### src/rtl/shock_mode_pkg.sv
package shock_mode_pkg;
    typedef enum logic [1:0] {
        ST_RESET = 2'd0,
        ST_FILL  = 2'd1,
        ST_HOLD  = 2'd2,
        ST_SHOCK = 2'd3
    } buf_mode_e;
endpackage

### src/rtl/shock_src_merge.sv
module shock_src_merge (
    input  logic host_req,
    input  logic track_det,
    input  logic track_pol,
    input  logic jump_busy,
    input  logic rot_shock,
    input  logic rot_en,
    input  logic frame_lost,
    input  logic full_acked,
    output logic shock_req
);
    logic track_hit;
    logic rot_hit;
    logic lost_hit;

    always_comb begin
        track_hit = (track_det == track_pol) && !jump_busy;
        rot_hit   = rot_shock && rot_en;
        lost_hit  = frame_lost && !full_acked;
        shock_req = host_req || track_hit || rot_hit || lost_hit;
    end
endmodule

### src/rtl/frame_loss_det.sv
module frame_loss_det #(
    parameter int FRAME_TIMEOUT = 32
) (
    input  logic clk,
    input  logic rst_n,
    input  logic clr,
    input  logic frame_pulse,
    output logic frame_lost
);
    localparam int CNT_W = (FRAME_TIMEOUT > 2) ? $clog2(FRAME_TIMEOUT) : 1;
    localparam logic [CNT_W-1:0] LAST = CNT_W'(FRAME_TIMEOUT - 1);

    logic             armed;
    logic [CNT_W-1:0] gap_cnt;

    assign frame_lost = armed && (gap_cnt == LAST) && !frame_pulse;

    always_ff @(posedge clk) begin
        if (!rst_n || clr) begin
            armed   <= 1'b0;
            gap_cnt <= '0;
        end else if (frame_pulse) begin
            armed   <= 1'b1;
            gap_cnt <= '0;
        end else if (frame_lost) begin
            gap_cnt <= '0;
        end else if (armed) begin
            gap_cnt <= gap_cnt + 1'b1;
        end
    end
endmodule

### src/rtl/mode_flags.sv
module mode_flags (
    input  logic clk,
    input  logic rst_n,
    input  logic clr,
    input  logic status_rd,
    input  logic set_full,
    input  logic set_empty,
    input  logic fill_next,
    input  logic resume,
    output logic flag_full,
    output logic flag_empty,
    output logic flag_fill,
    output logic full_acked
);
    always_ff @(posedge clk) begin
        if (!rst_n) begin
            flag_full  <= 1'b0;
            flag_empty <= 1'b0;
            flag_fill  <= 1'b0;
            full_acked <= 1'b0;
        end else begin
            flag_fill <= fill_next;

            if (set_full)
                flag_full <= 1'b1;
            else if (status_rd || clr)
                flag_full <= 1'b0;

            if (set_empty)
                flag_empty <= 1'b1;
            else if (status_rd || clr)
                flag_empty <= 1'b0;

            if (clr || resume)
                full_acked <= 1'b0;
            else if (status_rd && flag_full)
                full_acked <= 1'b1;
        end
    end
endmodule

### src/rtl/shock_mode_ctrl.sv
module shock_mode_ctrl
    import shock_mode_pkg::*;
#(
    parameter int FRAME_TIMEOUT = 32
) (
    input  logic       clk,
    input  logic       rst_n,
    input  logic       bypass,
    input  logic       cmd_flush,
    input  logic       cmd_pos_found,
    input  logic       cmd_shock,
    input  logic       cmd_jump_busy,
    input  logic       cmd_track_pol,
    input  logic       cmd_rot_en,
    input  logic       cmd_echo,
    input  logic       status_rd,
    input  logic       track_det,
    input  logic       rot_shock,
    input  logic       frame_pulse,
    input  logic       buf_full,
    input  logic       buf_empty,
    output logic       shock_det,
    output logic       wr_en,
    output logic       ptr_save,
    output logic       ptr_restore,
    output logic       ptr_clear,
    output logic       flag_full,
    output logic       flag_empty,
    output logic       flag_fill,
    output logic [1:0] mode
);
    buf_mode_e state;
    buf_mode_e nxt;

    logic shock_req;
    logic frame_lost;
    logic full_acked;
    logic drained_resume;
    logic in_pause;

    shock_src_merge u_merge (
        .host_req   (cmd_shock),
        .track_det  (track_det),
        .track_pol  (cmd_track_pol),
        .jump_busy  (cmd_jump_busy),
        .rot_shock  (rot_shock),
        .rot_en     (cmd_rot_en),
        .frame_lost (frame_lost),
        .full_acked (full_acked),
        .shock_req  (shock_req)
    );

    frame_loss_det #(
        .FRAME_TIMEOUT (FRAME_TIMEOUT)
    ) u_wdog (
        .clk         (clk),
        .rst_n       (rst_n),
        .clr         (ptr_clear),
        .frame_pulse (frame_pulse),
        .frame_lost  (frame_lost)
    );

    assign in_pause       = (state == ST_HOLD) || (state == ST_SHOCK);
    assign drained_resume = buf_empty && !cmd_echo;

    always_comb begin
        nxt = state;
        unique case (state)
            ST_RESET: nxt = bypass ? ST_RESET : ST_FILL;
            ST_FILL: begin
                if (bypass || cmd_flush)      nxt = ST_RESET;
                else if (shock_req)           nxt = ST_SHOCK;
                else if (buf_full)            nxt = ST_HOLD;
                else                          nxt = ST_FILL;
            end
            ST_HOLD: begin
                if (bypass || cmd_flush)      nxt = ST_RESET;
                else if (shock_req)           nxt = ST_SHOCK;
                else if (cmd_pos_found)       nxt = ST_FILL;
                else if (drained_resume)      nxt = ST_FILL;
                else                          nxt = ST_HOLD;
            end
            ST_SHOCK: begin
                if (bypass || cmd_flush)      nxt = ST_RESET;
                else if (cmd_pos_found)       nxt = ST_FILL;
                else if (drained_resume)      nxt = ST_FILL;
                else                          nxt = ST_SHOCK;
            end
            default: nxt = ST_RESET;
        endcase
    end

    always_ff @(posedge clk) begin
        if (!rst_n) state <= ST_RESET;
        else        state <= nxt;
    end

    always_comb begin
        shock_det   = (state == ST_SHOCK);
        wr_en       = (state == ST_FILL);
        ptr_clear   = (state == ST_RESET);
        ptr_save    = (state == ST_FILL) && frame_pulse && (nxt == ST_FILL);
        ptr_restore = in_pause && (nxt == ST_FILL);
        mode        = state;
    end

    mode_flags u_flags (
        .clk        (clk),
        .rst_n      (rst_n),
        .clr        (ptr_clear),
        .status_rd  (status_rd),
        .set_full   ((state == ST_FILL) && (nxt == ST_HOLD)),
        .set_empty  (in_pause && buf_empty),
        .fill_next  ((nxt == ST_FILL) || ((nxt == ST_RESET) && !bypass)),
        .resume     (ptr_restore),
        .flag_full  (flag_full),
        .flag_empty (flag_empty),
        .flag_fill  (flag_fill),
        .full_acked (full_acked)
    );
endmodule

### config.mk
export PLATFORM = sky130hd
export DESIGN_NAME = shock_mode_ctrl
export DESIGN_NICKNAME = d
export VERILOG_FILES = /design/src/rtl/shock_mode_pkg.sv /design/src/rtl/shock_src_merge.sv /design/src/rtl/frame_loss_det.sv /design/src/rtl/mode_flags.sv /design/src/rtl/shock_mode_ctrl.sv
export SDC_FILE = /design/constraint.sdc
export NUM_CORES = 1
export LEC_CHECK = 0
export BUFFER_PORTS_ARGS = -buffer_cell sky130_fd_sc_hd__buf_2
export CORE_UTILIZATION = 45
export CTS_BUF_LIST = sky130_fd_sc_hd__clkbuf_2
export DETAILED_ROUTE_END_ITERATION = 7
export GPL_TIMING_DRIVEN = 0
export PLACE_DENSITY_LB_ADDON = 0.3
export RECOVER_POWER = 100
export SETUP_SLACK_MARGIN = 0.2
export SLEW_MARGIN = 5
export SYNTH_ARGS = -nofsm -noshare
export SYNTH_HDL_FRONTEND = slang
export SYNTH_SLANG_ARGS = --single-unit
### constraint.sdc
create_clock -name clk -period 3.92 [get_ports clk]
set_input_delay 0.196 -clock clk [delete_from_list [all_inputs] [get_ports clk]]
set_output_delay 0.196 -clock clk [all_outputs]
set_load 0.01 [all_outputs]
### After elaboration in Yosys (flattened, before gate mapping)

Cells that the tools add are included.

* register bits: 12
* output and inout port bits: 10

* add/sub/neg operators: 1
* eq/ne operators: 7
* multiplexer cells: 15
* bitwise logic cells: 1
* reduce and logical (&&, ||, !) cells: 34

Operators with widths (number)
* 2-to-1 mux 2 bit: 10
* logical AND 1 bit: 13
* logical OR 1 bit: 9
* one-hot mux 2 bit (4 select lines): 1
* == test 2 bit, second input constant: 3
* logical NOT 1 bit: 6
* adder 5 x 1 -> 5 bit, second input constant: 1
* == test 5 bit, second input constant: 1
* == test 2 x 1 -> 1 bit, second input constant: 2
* logical NOT 2 bit: 2
* 2-to-1 mux 1 bit: 4
* nonzero test 2 bit: 2
* OR reduction 3 bit: 1
* OR reduction 2 bit: 1
* == test 1 bit: 1
* inverter 1 bit: 1

### Longest topological paths before layout

Gate-level depths: netlist (run 1).

* word-level depth: 12
* gate-level depth with buffers: 8
* gate-level depth less buffers: 8

### Hierarchy

Synthesis (run 1) repeated with hierarchy kept, for this count alone.

* cell total of the unflattened synthesis: 74
* area total of the unflattened synthesis: 651.9 µm²

Modules (own cells, without submodules)
* frame_loss_det: times used 1, cells an instance 28, area an instance 277.8 µm², sequential area each 120.1 µm²
* shock_mode_ctrl: times used 1, cells an instance 29, area an instance 203.9 µm², sequential area each 40.0 µm²
* mode_flags: times used 1, cells an instance 13, area an instance 137.6 µm², sequential area each 80.1 µm²
* shock_src_merge: times used 1, cells an instance 4, area an instance 32.5 µm², sequential area each 0.0 µm²

### Worst setup path after synthesis (run 1)

No wires, ideal clock.

* path type: register to output
* start: register u_wdog.gap_cnt[0]
* end: output ptr_save
* data arrival time: 1715 ps
* required time: 3724 ps
* setup slack: 2009 ps
* cell stages (with the launch flop): 9
* buffers on the path: 0
* cells stage by stage: dfxtp_1 > ha_1 > and3_1 > ha_1 > nand4bb_2 > o211ai_2 > o211ai_1 > o21ai_0 > nor3_1

* word-level cells in the longest chain between the ends: 10
* elaborated cells on any way between the ends: 12
* classes of those cells: eq/ne: 2; mux: 5; reduce/logical: 5

RTL lines
* from (decl): line frame_loss_det.sv:14 `logic [CNT_W-1:0] gap_cnt;`
* from (signal assigned): line frame_loss_det.sv:28 `gap_cnt <= gap_cnt + 1'b1;`
* == test 5 bit *: line frame_loss_det.sv:16 `assign frame_lost = armed && (gap_cnt == LAST) && !frame_pulse;`
* logical AND 1 bit * (2 in a row): line frame_loss_det.sv:16
* logical AND 1 bit *: line shock_src_merge.sv:19 `lost_hit = frame_lost && !full_acked;`
* logical OR 1 bit *: line shock_src_merge.sv:20 `shock_req = host_req || track_hit || rot_hit || lost_hit;`
* 2-to-1 mux 2 bit, on equally long branches: line shock_mode_ctrl.sv:78, shock_mode_ctrl.sv:72
* 2-to-1 mux 2 bit, on equally long branches: line shock_mode_ctrl.sv:77, shock_mode_ctrl.sv:71
* one-hot mux 2 bit (4 select lines) *: line shock_mode_ctrl.sv:68 `unique case (state)`
* == test 2 x 1 -> 1 bit *: line shock_mode_ctrl.sv:102 `ptr_save = (state == ST_FILL) && frame_pulse && (nxt == ST_FILL);`
* logical AND 1 bit *: line shock_mode_ctrl.sv:102
* to (decl): line shock_mode_ctrl.sv:24 `output logic ptr_save,`

Mark *: on every way between the ends. The rest lies on a longest branch, timed or not.

### Worst setup path after layout (run 1)

Same ends and word-level chain as after synthesis.

==> results of run 1 <==
metrics by stage:
| stage | hold slack [ns] | util |
|---|---|---|
| after floorplan | 0.275 | - |
| after global placement | 0.435 | 0.639 |
| after detailed placement | 0.441 | 0.639 |
| after CTS | 0.154 | 0.655 |
| after global routing | 0.151 | 0.637 |
| final | 0.156 | 0.637 |
cells in the final DEF (no fill, tap or decap), types with 2 or more instances in the layout:
cell      netlist  layout
buf_2           0      16
nand2_1         5       5
clkbuf_2        0       3
ha_1            2       2
clkbuf_1        0       9
mux2i_1         2       2
dfxtp_1        12      12
nor3_1          3       3
o211ai_1        1       2
a21oi_1         3       3
nor2_1         14      14
xor2_1          3       3
inv_1           3       3
o21ai_0         3       3
worst min-delay path by stage:
stage / startpoint / to / slack, ns
floorplan: bypass / u_flags.flag_fill / 0.28
global placement: bypass / u_flags.flag_fill / 0.44
detailed placement: bypass / u_flags.flag_fill / 0.44
CTS: bypass / u_flags.flag_fill / 0.15
global route: bypass / u_flags.flag_fill / 0.15
finish: bypass / u_flags.flag_fill / 0.16
report_power, final:
group | switching [mW] | total [mW] | internal, mW
Clock | 0.0401 | 0.0623 | 0.0222
Sequential | 0.00194 | 0.126 | 0.124
Combinational | 0.0179 | 0.0317 | 0.0139
cell usage after synthesis, types with 2 or more instances:
cell type,instances,area share
nor2_1,14,0.087
nand2_1,5,0.031
inv_1,3,0.019
ha_1,2,0.041
mux2i_1,2,0.033
dfxtp_1,12,0.40
o21ai_0,3,0.025
xor2_1,3,0.043
and2_1,2,0.021
nor3_1,3,0.025
a21oi_1,3,0.025
cell type report:
class                           instances  area, um2
Timing Repair Buffer                   25        114
Clock buffer                            3       15.0
Sequential cell                        12        240
Multi-Input combinational cell         54        333
Buffer                                  1       11.3
Inverter                                3       11.3
Clock inverter                          1       3.75
Fill cell                             116        425
Tap cell                               14       17.5
logic make-up (layout without fill, tap and decap cells):
group,Yosys count,count (layout)
and+or+nand+nor,30,30
AOI/OAI and AO/OA,16,16
DFF,12,12
xor gates and xnor gates,4,4
buffers and inverters,4,33
adders and majority gates,2,2
muxes,2,2
per-layer routing:
metal  GRT usage  vias to the layer above
met3      0.0347                        5
met5           0                        -
met4       0.129                        0
li1            -                      304
met2       0.300                       19
met1       0.252                      263
registers in the layout (all words and copies together), names as in the netlist:
| name | count |
|---|---|
| mode | 2 |
| u_flags.flag_fill | 1 |
| u_wdog.armed | 1 |
| u_flags.flag_empty | 1 |
| u_flags.full_acked | 1 |
| u_wdog.gap_cnt | 5 |
| u_flags.flag_full | 1 |
worst max-delay path: cells and delay by family (launching register included):
family	cells	cell delay, ns
AOI/OAI and AO/OA	3	0.61
and+or+nand+nor	3	0.51
adders and majority gates	2	0.42
DFF	1	0.35
buffers and inverters	1	0.18
==> flow_summary.json, run 1 <==
{
  "ff2ff_setup_slack_ns": 1.94,
  "htreeDepth": 1,
  "status": "completed",
  "p_total_mw": 0.220,
  "grt_overflow": 0,
  "critPathMaxFanout": 4,
  "place.gp.congestion": 0.768,
  "relSlewSlack": 0.724,
  "drive_above_1_share": 0.212,
  "syn_nets": 88,
  "grt_setup_unrepaired": "false",
  "synth-simple-area-share": 0.240,
  "ys_types": 29,
  "placed_cell_area_um2": 748,
  "layout_setup_ws_ns": 1.37,
  "yosys.area_share.xor_xnor": 0.0579,
  "period_needed_ns": 2.55,
  "drt_iter0_drc": 16,
  "maxCapViolCount": 0,
  "drc": 0,
  "slowest_delay_ns": 0.35,
  "synth_mux_area_frac": 0.0331,
  "detail-route-antenna-nets": 0,
  "powerDensity_nw_per_um2": 295,
  "die_w_um": 38.7,
  "finalNetCount": 118,
  "portBuffers": 25,
  "drv_slew": 0,
  "ir_drop_mv": 0.176,
  "top_layer": "met4",
  "syn_area_um2": 606,
  "r2r-start": "u_wdog.gap_cnt[0]",
  "clock-root-buffer": "clkbuf_2",
  "fin_worst_skew_ns": 0.0133,
  "antenna_found_initial": 0,
  "die_h_um": 38.7,
  "min_delay_path_depth": 2,
  "cts_hold_buf": 0,
  "fmax_mhz": 392,
  "synth_edf_count": 0,
  "final_cells": 113,
  "clock_path_buffers": 2,
  "grt_start_max_net_pins": 10,
  "grt_first_pass_wirelength_um": 1970,
  "crit_start": "u_wdog.gap_cnt[0]",
  "ys_seq_area_frac": 0.397,
  "cp_data_arrival_time_ns": 2.35,
  "routed-wl-met3_um": 83,
  "yosysWarningCount": 0,
  "clock_latency_ns": 0.27,
  "hpwl_um": 986,
  "cts_resized": 0,
  "cts.sinks": 12,
  "dr.pass1.iters": 4,
  "start_util": 0.517,
  "syn_inst": 70,
  "endpoint": "ptr_save",
  "r2r-end": "mode[1]",
  "pre_cts_slack_ns": 1.80,
  "postSynthRegisterBits": 12,
  "setup_viol": 0,
  "setup_tns_ns": 0,
  "die_area_um2": 1500,
  "critPathCaptureType": "output pin",
  "design_area_um2": 746,
  "via_count": 591,
  "synthArstFlopShare": 0,
  "cpMaxStageDelayCell": "dfxtp_1",
  "hp-class": "in2reg",
  "clkTransAtPathRegs_ns": 0.12,
  "start_kind": "flip-flop",
  "worst_r2r_path_depth": 8,
  "leakage_nw": 0.318,
  "cp.required_ns": 3.72,
  "routed_wl_um": 1260,
  "cts_buffers": 3,
  "diodes": 0,
  "grt_use_total": 0.197,
  "post-place-cells": 109,
  "rows": 12,
  "postCtsSetupBuffers": 0,
  "syn_area_per_cell_um2": 8.65,
  "synth_top_flop_cell": "dfxtp_1",
  "synthToLayoutAreaGrowth_pct": 23.1,
  "routedWlPerCell_um": 11.1,
  "vias_per_cell": 5.23,
  "synth_top_family_by_area": "simple AND/OR/NAND/NOR gates",
  "critical_path_class": "reg2out",
  "cp_cell_sequence": "ha_1, and3_1, ha_1, nand4bb_2, o211ai_1, o211ai_1, o21ai_0, nor3_1, clkbuf_1",
  "wl_met1_um": 593,
  "period_share": 0.650,
  "synth_compound_area_frac": 0.194,
  "met2_length_um": 555,
  "hold_viol_final": 0,
  "worst_pin_slew_ns": 0.410,
  "grt_pass1_vias": 514,
  "cts_tree": "done",
  "core_um2": 1170,
  "ioPinCount": 26,
  "synthAdderAreaFrac": 0.0413
}
Note: power is estimated with default switching activity, not from simulation.
==> run 2, diff against run 1 <==
==> constraint.sdc (replaced) <==
create_clock -name clk -period 2.5 [get_ports clk]
set_input_delay 0.125 -clock clk [delete_from_list [all_inputs] [get_ports clk]]
set_output_delay 0.125 -clock clk [all_outputs]
set_load 0.01 [all_outputs]
==> flow_summary.json, run 2 (synthesis gave the netlist of run 1 again) <==
{
  "r2r-start": "u_wdog.gap_cnt[0]",
  "clkTransAtPathRegs_ns": 0.12,
  "cts_tree": "done",
  "antenna_found_initial": 0,
  "crit_start": "u_wdog.gap_cnt[0]",
  "via_count": 609,
  "cpMaxStageDelayCell": "dfxtp_1",
  "post-place-cells": 109,
  "core_um2": 1170,
  "combPwrFrac": 0.161,
  "critical_path_class": "reg2out",
  "hp-class": "in2reg",
  "largest_register_ffs": 5,
  "leakage_nw": 0.343,
  "ir_drop_mv": 0.275,
  "cp_cell_sequence": "ha_1, and3_1, ha_1, nand4bb_2, o211ai_4, a31o_1, a211oi_1, buf_2",
  "htreeDepth": 1,
  "drive_above_1_share": 0.287,
  "portBuffers": 25,
  "setup_tns_ns": 0,
  "critPathMaxFanout": 4,
  "die_h_um": 38.7,
  "ff2ff_setup_slack_ns": 0.52,
  "r2r-end": "mode[1]",
  "routedWlPerCell_um": 11.7,
  "grt_pass1_vias": 519,
  "detail-route-antenna-nets": 0,
  "rows": 12,
  "drc": 0,
  "swShare": 0.276,
  "power_switching_mw": 0.0966,
  "maxCapViolCount": 0,
  "cts.sinks": 12,
  "ioPinCount": 26,
  "start_kind": "flip-flop",
  "grt_start_max_net_pins": 10,
  "clock-root-buffer": "clkbuf_2",
  "synthToLayoutAreaGrowth_pct": 29.8,
  "grt_overflow": 0,
  "hold_viol_final": 0,
  "vias_per_cell": 5.30,
  "cp.required_ns": 2.38,
  "powerDensity_nw_per_um2": 446,
  "routed_wl_um": 1350,
  "fmax_mhz": 435,
  "grt_use_total": 0.203,
  "fillers": 105,
  "status": "completed",
  "clock_latency_ns": 0.27,
  "final_common_cell": "buf_2",
  "clock_path_buffers": 2,
  "clkPwrFrac": 0.275,
  "p_int_mw": 0.254,
  "largest-register": "u_wdog.gap_cnt",
  "hpwl_um": 986,
  "diodes": 0,
  "place.gp.congestion": 0.768,
  "die_area_um2": 1500,
  "relSlewSlack": 0.750,
  "endpoint": "ptr_restore",
  "drt_iter0_drc": 5,
  "critPathCaptureType": "output pin",
  "grt_first_pass_wirelength_um": 2040,
  "finalNetCount": 120,
  "cp_common_cell": "ha_1",
  "cp_data_arrival_time_ns": 2.18,
  "layout_common_cells": "buf_2, nor2_1, dfxtp_1",
  "worst_r2r_path_depth": 9,
  "period_needed_ns": 2.30,
  "cts_buffers": 3,
  "final_cells": 115,
  "start_util": 0.517,
  "drv_slew": 0,
  "slowest_delay_ns": 0.35,
  "seq_power_share": 0.564,
  "setup_viol": 0,
  "period_share": 0.920,
  "fin_worst_skew_ns": 0.0155,
  "worst_pin_slew_ns": 0.371,
  "die_w_um": 38.7,
  "grt_setup_unrepaired": "false",
  "dr.pass1.iters": 2
}
## run 2: cell count changes in the layout (fill, tap and decap cells not counted), sizes merged
cell / before / now
buf: 17 / 20
clkbuf: 12 / 11
## run 2: how the worst min path moves through the flow
stage / from / endpoint / cells past startpoint
finish: bypass / u_flags.flag_fill / 2
global route: bypass / u_flags.flag_fill / 2
CTS: bypass / u_flags.flag_fill / 2
detailed placement: bypass / u_flags.flag_fill / 2
global placement: bypass / u_flags.flag_fill / 2
floorplan: bypass / u_flags.flag_fill / 1
## run 2: power groups by stage
| stage | registers [mW] | logic, mW | clock network [mW] |
|---|---|---|---|
| 2_1_floorplan | 0.202 | 0.0265 | 0 |
| 3_3_place_gp | 0.202 | 0.0513 | 0 |
| 3_5_place_dp | 0.202 | 0.0522 | 0 |
| 4_1_cts | 0.197 | 0.0544 | 0.101 |
| 5_1_grt | 0.198 | 0.0620 | 0.106 |
| 6_report | 0.198 | 0.0563 | 0.0964 |
## run 2: area by class of cell
type	count	area, um2	share of cell area
clock inverter	1	3.75	0.00478
sequential	12	241	0.307
tap	14	17.5	0.0223
multi-input combinational	54	354	0.451
buffer	1	11.3	0.0143
clock buffer	3	15.0	0.0191
inverter	3	11.3	0.0143
timing repair buffer	27	131	0.167
## run 2: layer usage
layer / part of all wire / wire (um) / GRT usage
met1: 0.48 / 645 / 0.266
met2: 0.45 / 602 / 0.304
met3: 0.052 / 70 / 0.0347
met5: 0 / 0 / 0
met4: 0.022 / 29 / 0.129
## run 2: repair_timing
action                     in CTS  in global routing
cloned                          0                  0
setup endpoints to repair       1                  2
setup buffers                   2                  0
hold buffers                    0                  0
pin swaps                       1                  2
gates resized for setup         2                  7
## run 2: through the flow
step	setup slack (ns)	utilization	area, um2	hold slack, ns	power, mW
finish	0.199	0.671	786	0.0834	0.350
global route	0.108	0.671	786	0.0748	0.366
CTS	0.232	0.671	786	0.0784	0.352
detailed placement	0.455	0.639	748	0.370	0.254
global placement	0.459	0.639	748	0.364	0.253
floorplan	0.660	-	606	0.204	0.229
## run 2: critical path: cells and delay by family (launching register included)
family                   cells  cell delay (ns)
flip-flops                   1             0.35
adder cells (fa/ha/maj)      2             0.41
AND/OR/NAND/NOR              2             0.30
buffers and inverters        1             0.20
AO/OA/AOI/OAI                3             0.63
==> run 3, diff against run 2 <==
--- a/config.mk
+++ b/config.mk
@@ -6,7 +6,7 @@
 export NUM_CORES = 1
 export LEC_CHECK = 0
 export BUFFER_PORTS_ARGS = -buffer_cell sky130_fd_sc_hd__buf_2
-export CORE_UTILIZATION = 45
+export CORE_UTILIZATION = 40
 export CTS_BUF_LIST = sky130_fd_sc_hd__clkbuf_2
 export DETAILED_ROUTE_END_ITERATION = 7
 export GPL_TIMING_DRIVEN = 0
==> flow_summary.json, run 3 (synthesis gave the netlist of run 1 again) <==
{
  "status": "completed",
  "clkPwrFrac": 0.257,
  "fin_worst_skew_ns": 0.00466,
  "fillers": 137,
  "final_common_cell": "buf_2",
  "finalNetCount": 121,
  "powerDensity_nw_per_um2": 433,
  "worst-path-stages": 8,
  "r2r-start": "u_wdog.gap_cnt[0]",
  "p_total_mw": 0.337,
  "relSlewSlack": 0.784,
  "die_h_um": 40.9,
  "r2r-end": "mode[1]",
  "grt_use_total": 0.170,
  "place.gp.congestion": 0.736,
  "grt_first_pass_wirelength_um": 1840,
  "critPathCaptureType": "output pin",
  "cts_tree": "done",
  "grt_overflow": 0,
  "utilization": 0.577,
  "drc": 0,
  "p_int_mw": 0.251,
  "grt_pass1_vias": 487,
  "cts_buffers": 3,
  "critPathMaxFanout": 4,
  "grt_setup_unrepaired": "false",
  "drt_iter0_drc": 19,
  "maxCapViolCount": 0,
  "core_um2": 1350,
  "power_switching_mw": 0.0866,
  "hp-class": "in2reg",
  "clock_latency_ns": 0.24,
  "clock-root-buffer": "clkbuf_2",
  "seq_power_share": 0.585,
  "ioPinCount": 26,
  "final_cells": 116,
  "critPathTopFamily": "compound AO/OA/AOI/OAI gates",
  "period_share": 0.903,
  "dr.pass1.iters": 4,
  "cp_common_cell": "ha_1",
  "cts.sinks": 12,
  "vias_per_cell": 5.26,
  "cp.required_ns": 2.38,
  "slowest_delay_ns": 0.34,
  "start_util": 0.449,
  "hold_viol_final": 0,
  "clkTransAtPathRegs_ns": 0.10,
  "fmax_mhz": 443,
  "synthToLayoutAreaGrowth_pct": 28.7,
  "ir_drop_mv": 0.319,
  "hpwl_um": 1020,
  "die_w_um": 40.9,
  "diodes": 0,
  "endpoint": "ptr_restore",
  "ff2ff_setup_slack_ns": 0.58,
  "grt_start_max_net_pins": 10,
  "leakage_nw": 0.337,
  "antenna_found_initial": 0,
  "worst_pin_slew_ns": 0.320,
  "portBuffers": 25,
  "cp_data_arrival_time_ns": 2.13,
  "largest_register_ffs": 5,
  "period_needed_ns": 2.26,
  "detail-route-antenna-nets": 0,
  "worst_r2r_path_depth": 9,
  "swShare": 0.257,
  "post-place-cells": 110,
  "htreeDepth": 1,
  "layout_common_cells": "buf_2, nor2_1, dfxtp_1",
  "clock_path_buffers": 2,
  "via_count": 610,
  "setup_viol": 0,
  "start_kind": "flip-flop",
  "crit_start": "u_wdog.gap_cnt[0]",
  "setup_tns_ns": 0,
  "hold-worst-slack_ns": 0.108,
  "critical_path_class": "reg2out",
  "rows": 13,
  "path_buf_inv": 1,
  "routedWlPerCell_um": 11.4,
  "die_area_um2": 1670,
  "drv_slew": 0,
  "cpMaxStageDelayCell": "dfxtp_1",
  "largest-register": "u_wdog.gap_cnt",
  "cp_cell_sequence": "ha_1, and3_1, ha_1, nand4bb_2, o211ai_2, a31o_1, a211oi_1, clkbuf_1",
  "combPwrFrac": 0.158,
  "routed_wl_um": 1320,
  "drive_above_1_share": 0.267
}
[run 3: worst min path at each step]
stage / start / endpoint / slack, ns / cells past startpoint
2_1_floorplan: bypass / u_flags.flag_fill / 0.20 / 1
3_3_place_gp: bypass / u_flags.flag_fill / 0.37 / 2
3_5_place_dp: bypass / u_flags.flag_fill / 0.37 / 2
4_1_cts: bypass / u_flags.flag_fill / 0.10 / 2
5_1_grt: bypass / u_flags.flag_fill / 0.07 / 2
6_report: bypass / u_flags.flag_fill / 0.11 / 2
[run 3: layer usage]
| metal | vias up | GRT usage | part of all wire |
|---|---|---|---|
| met5 | - | 0 | 0 |
| met4 | 0 | 0.0750 | 0.0091 |
| met3 | 2 | 0.0489 | 0.077 |
| met2 | 19 | 0.293 | 0.47 |
| met1 | 282 | 0.190 | 0.44 |
| li1 | 307 | - | - |
[run 3: what timing repair did]
| action | CTS | global route |
|---|---|---|
| hold buffers | 0 | 0 |
| buffers inserted | 0 | 3 |
| setup endpoints to repair | 1 | 1 |
| resized for setup | 1 | 4 |
| gates cloned | 0 | 0 |
| pin swaps | 0 | 1 |
[run 3: power groups by stage]
| stage | Clock (mW) | Combinational, mW | Sequential [mW] |
|---|---|---|---|
| after floorplan | 0 | 0.0265 | 0.202 |
| after CTS | 0.0920 | 0.0527 | 0.197 |
| final | 0.0865 | 0.0534 | 0.197 |
| after global placement | 0 | 0.0515 | 0.202 |
| after detailed placement | 0 | 0.0522 | 0.202 |
| after global routing | 0.101 | 0.0588 | 0.198 |
[run 3: metrics by stage]
step	cell area, um2	worst slack (ns)
floorplan	606	0.660
global placement	749	0.464
detailed placement	749	0.474
CTS	764	0.211
global route	779	0.132
finish	779	0.242
[run 3: area by class of cell]
| type | count | area [um2] | share of cell area |
|---|---|---|---|
| inverters | 3 | 11.3 | 0.0144 |
| multi-input cells | 54 | 347 | 0.445 |
| well taps | 15 | 18.8 | 0.0241 |
| clock buffers | 3 | 15.0 | 0.0193 |
| flip-flops and latches | 12 | 240 | 0.308 |
| repair buffers | 28 | 136 | 0.175 |
| plain buffers | 1 | 11.3 | 0.0144 |
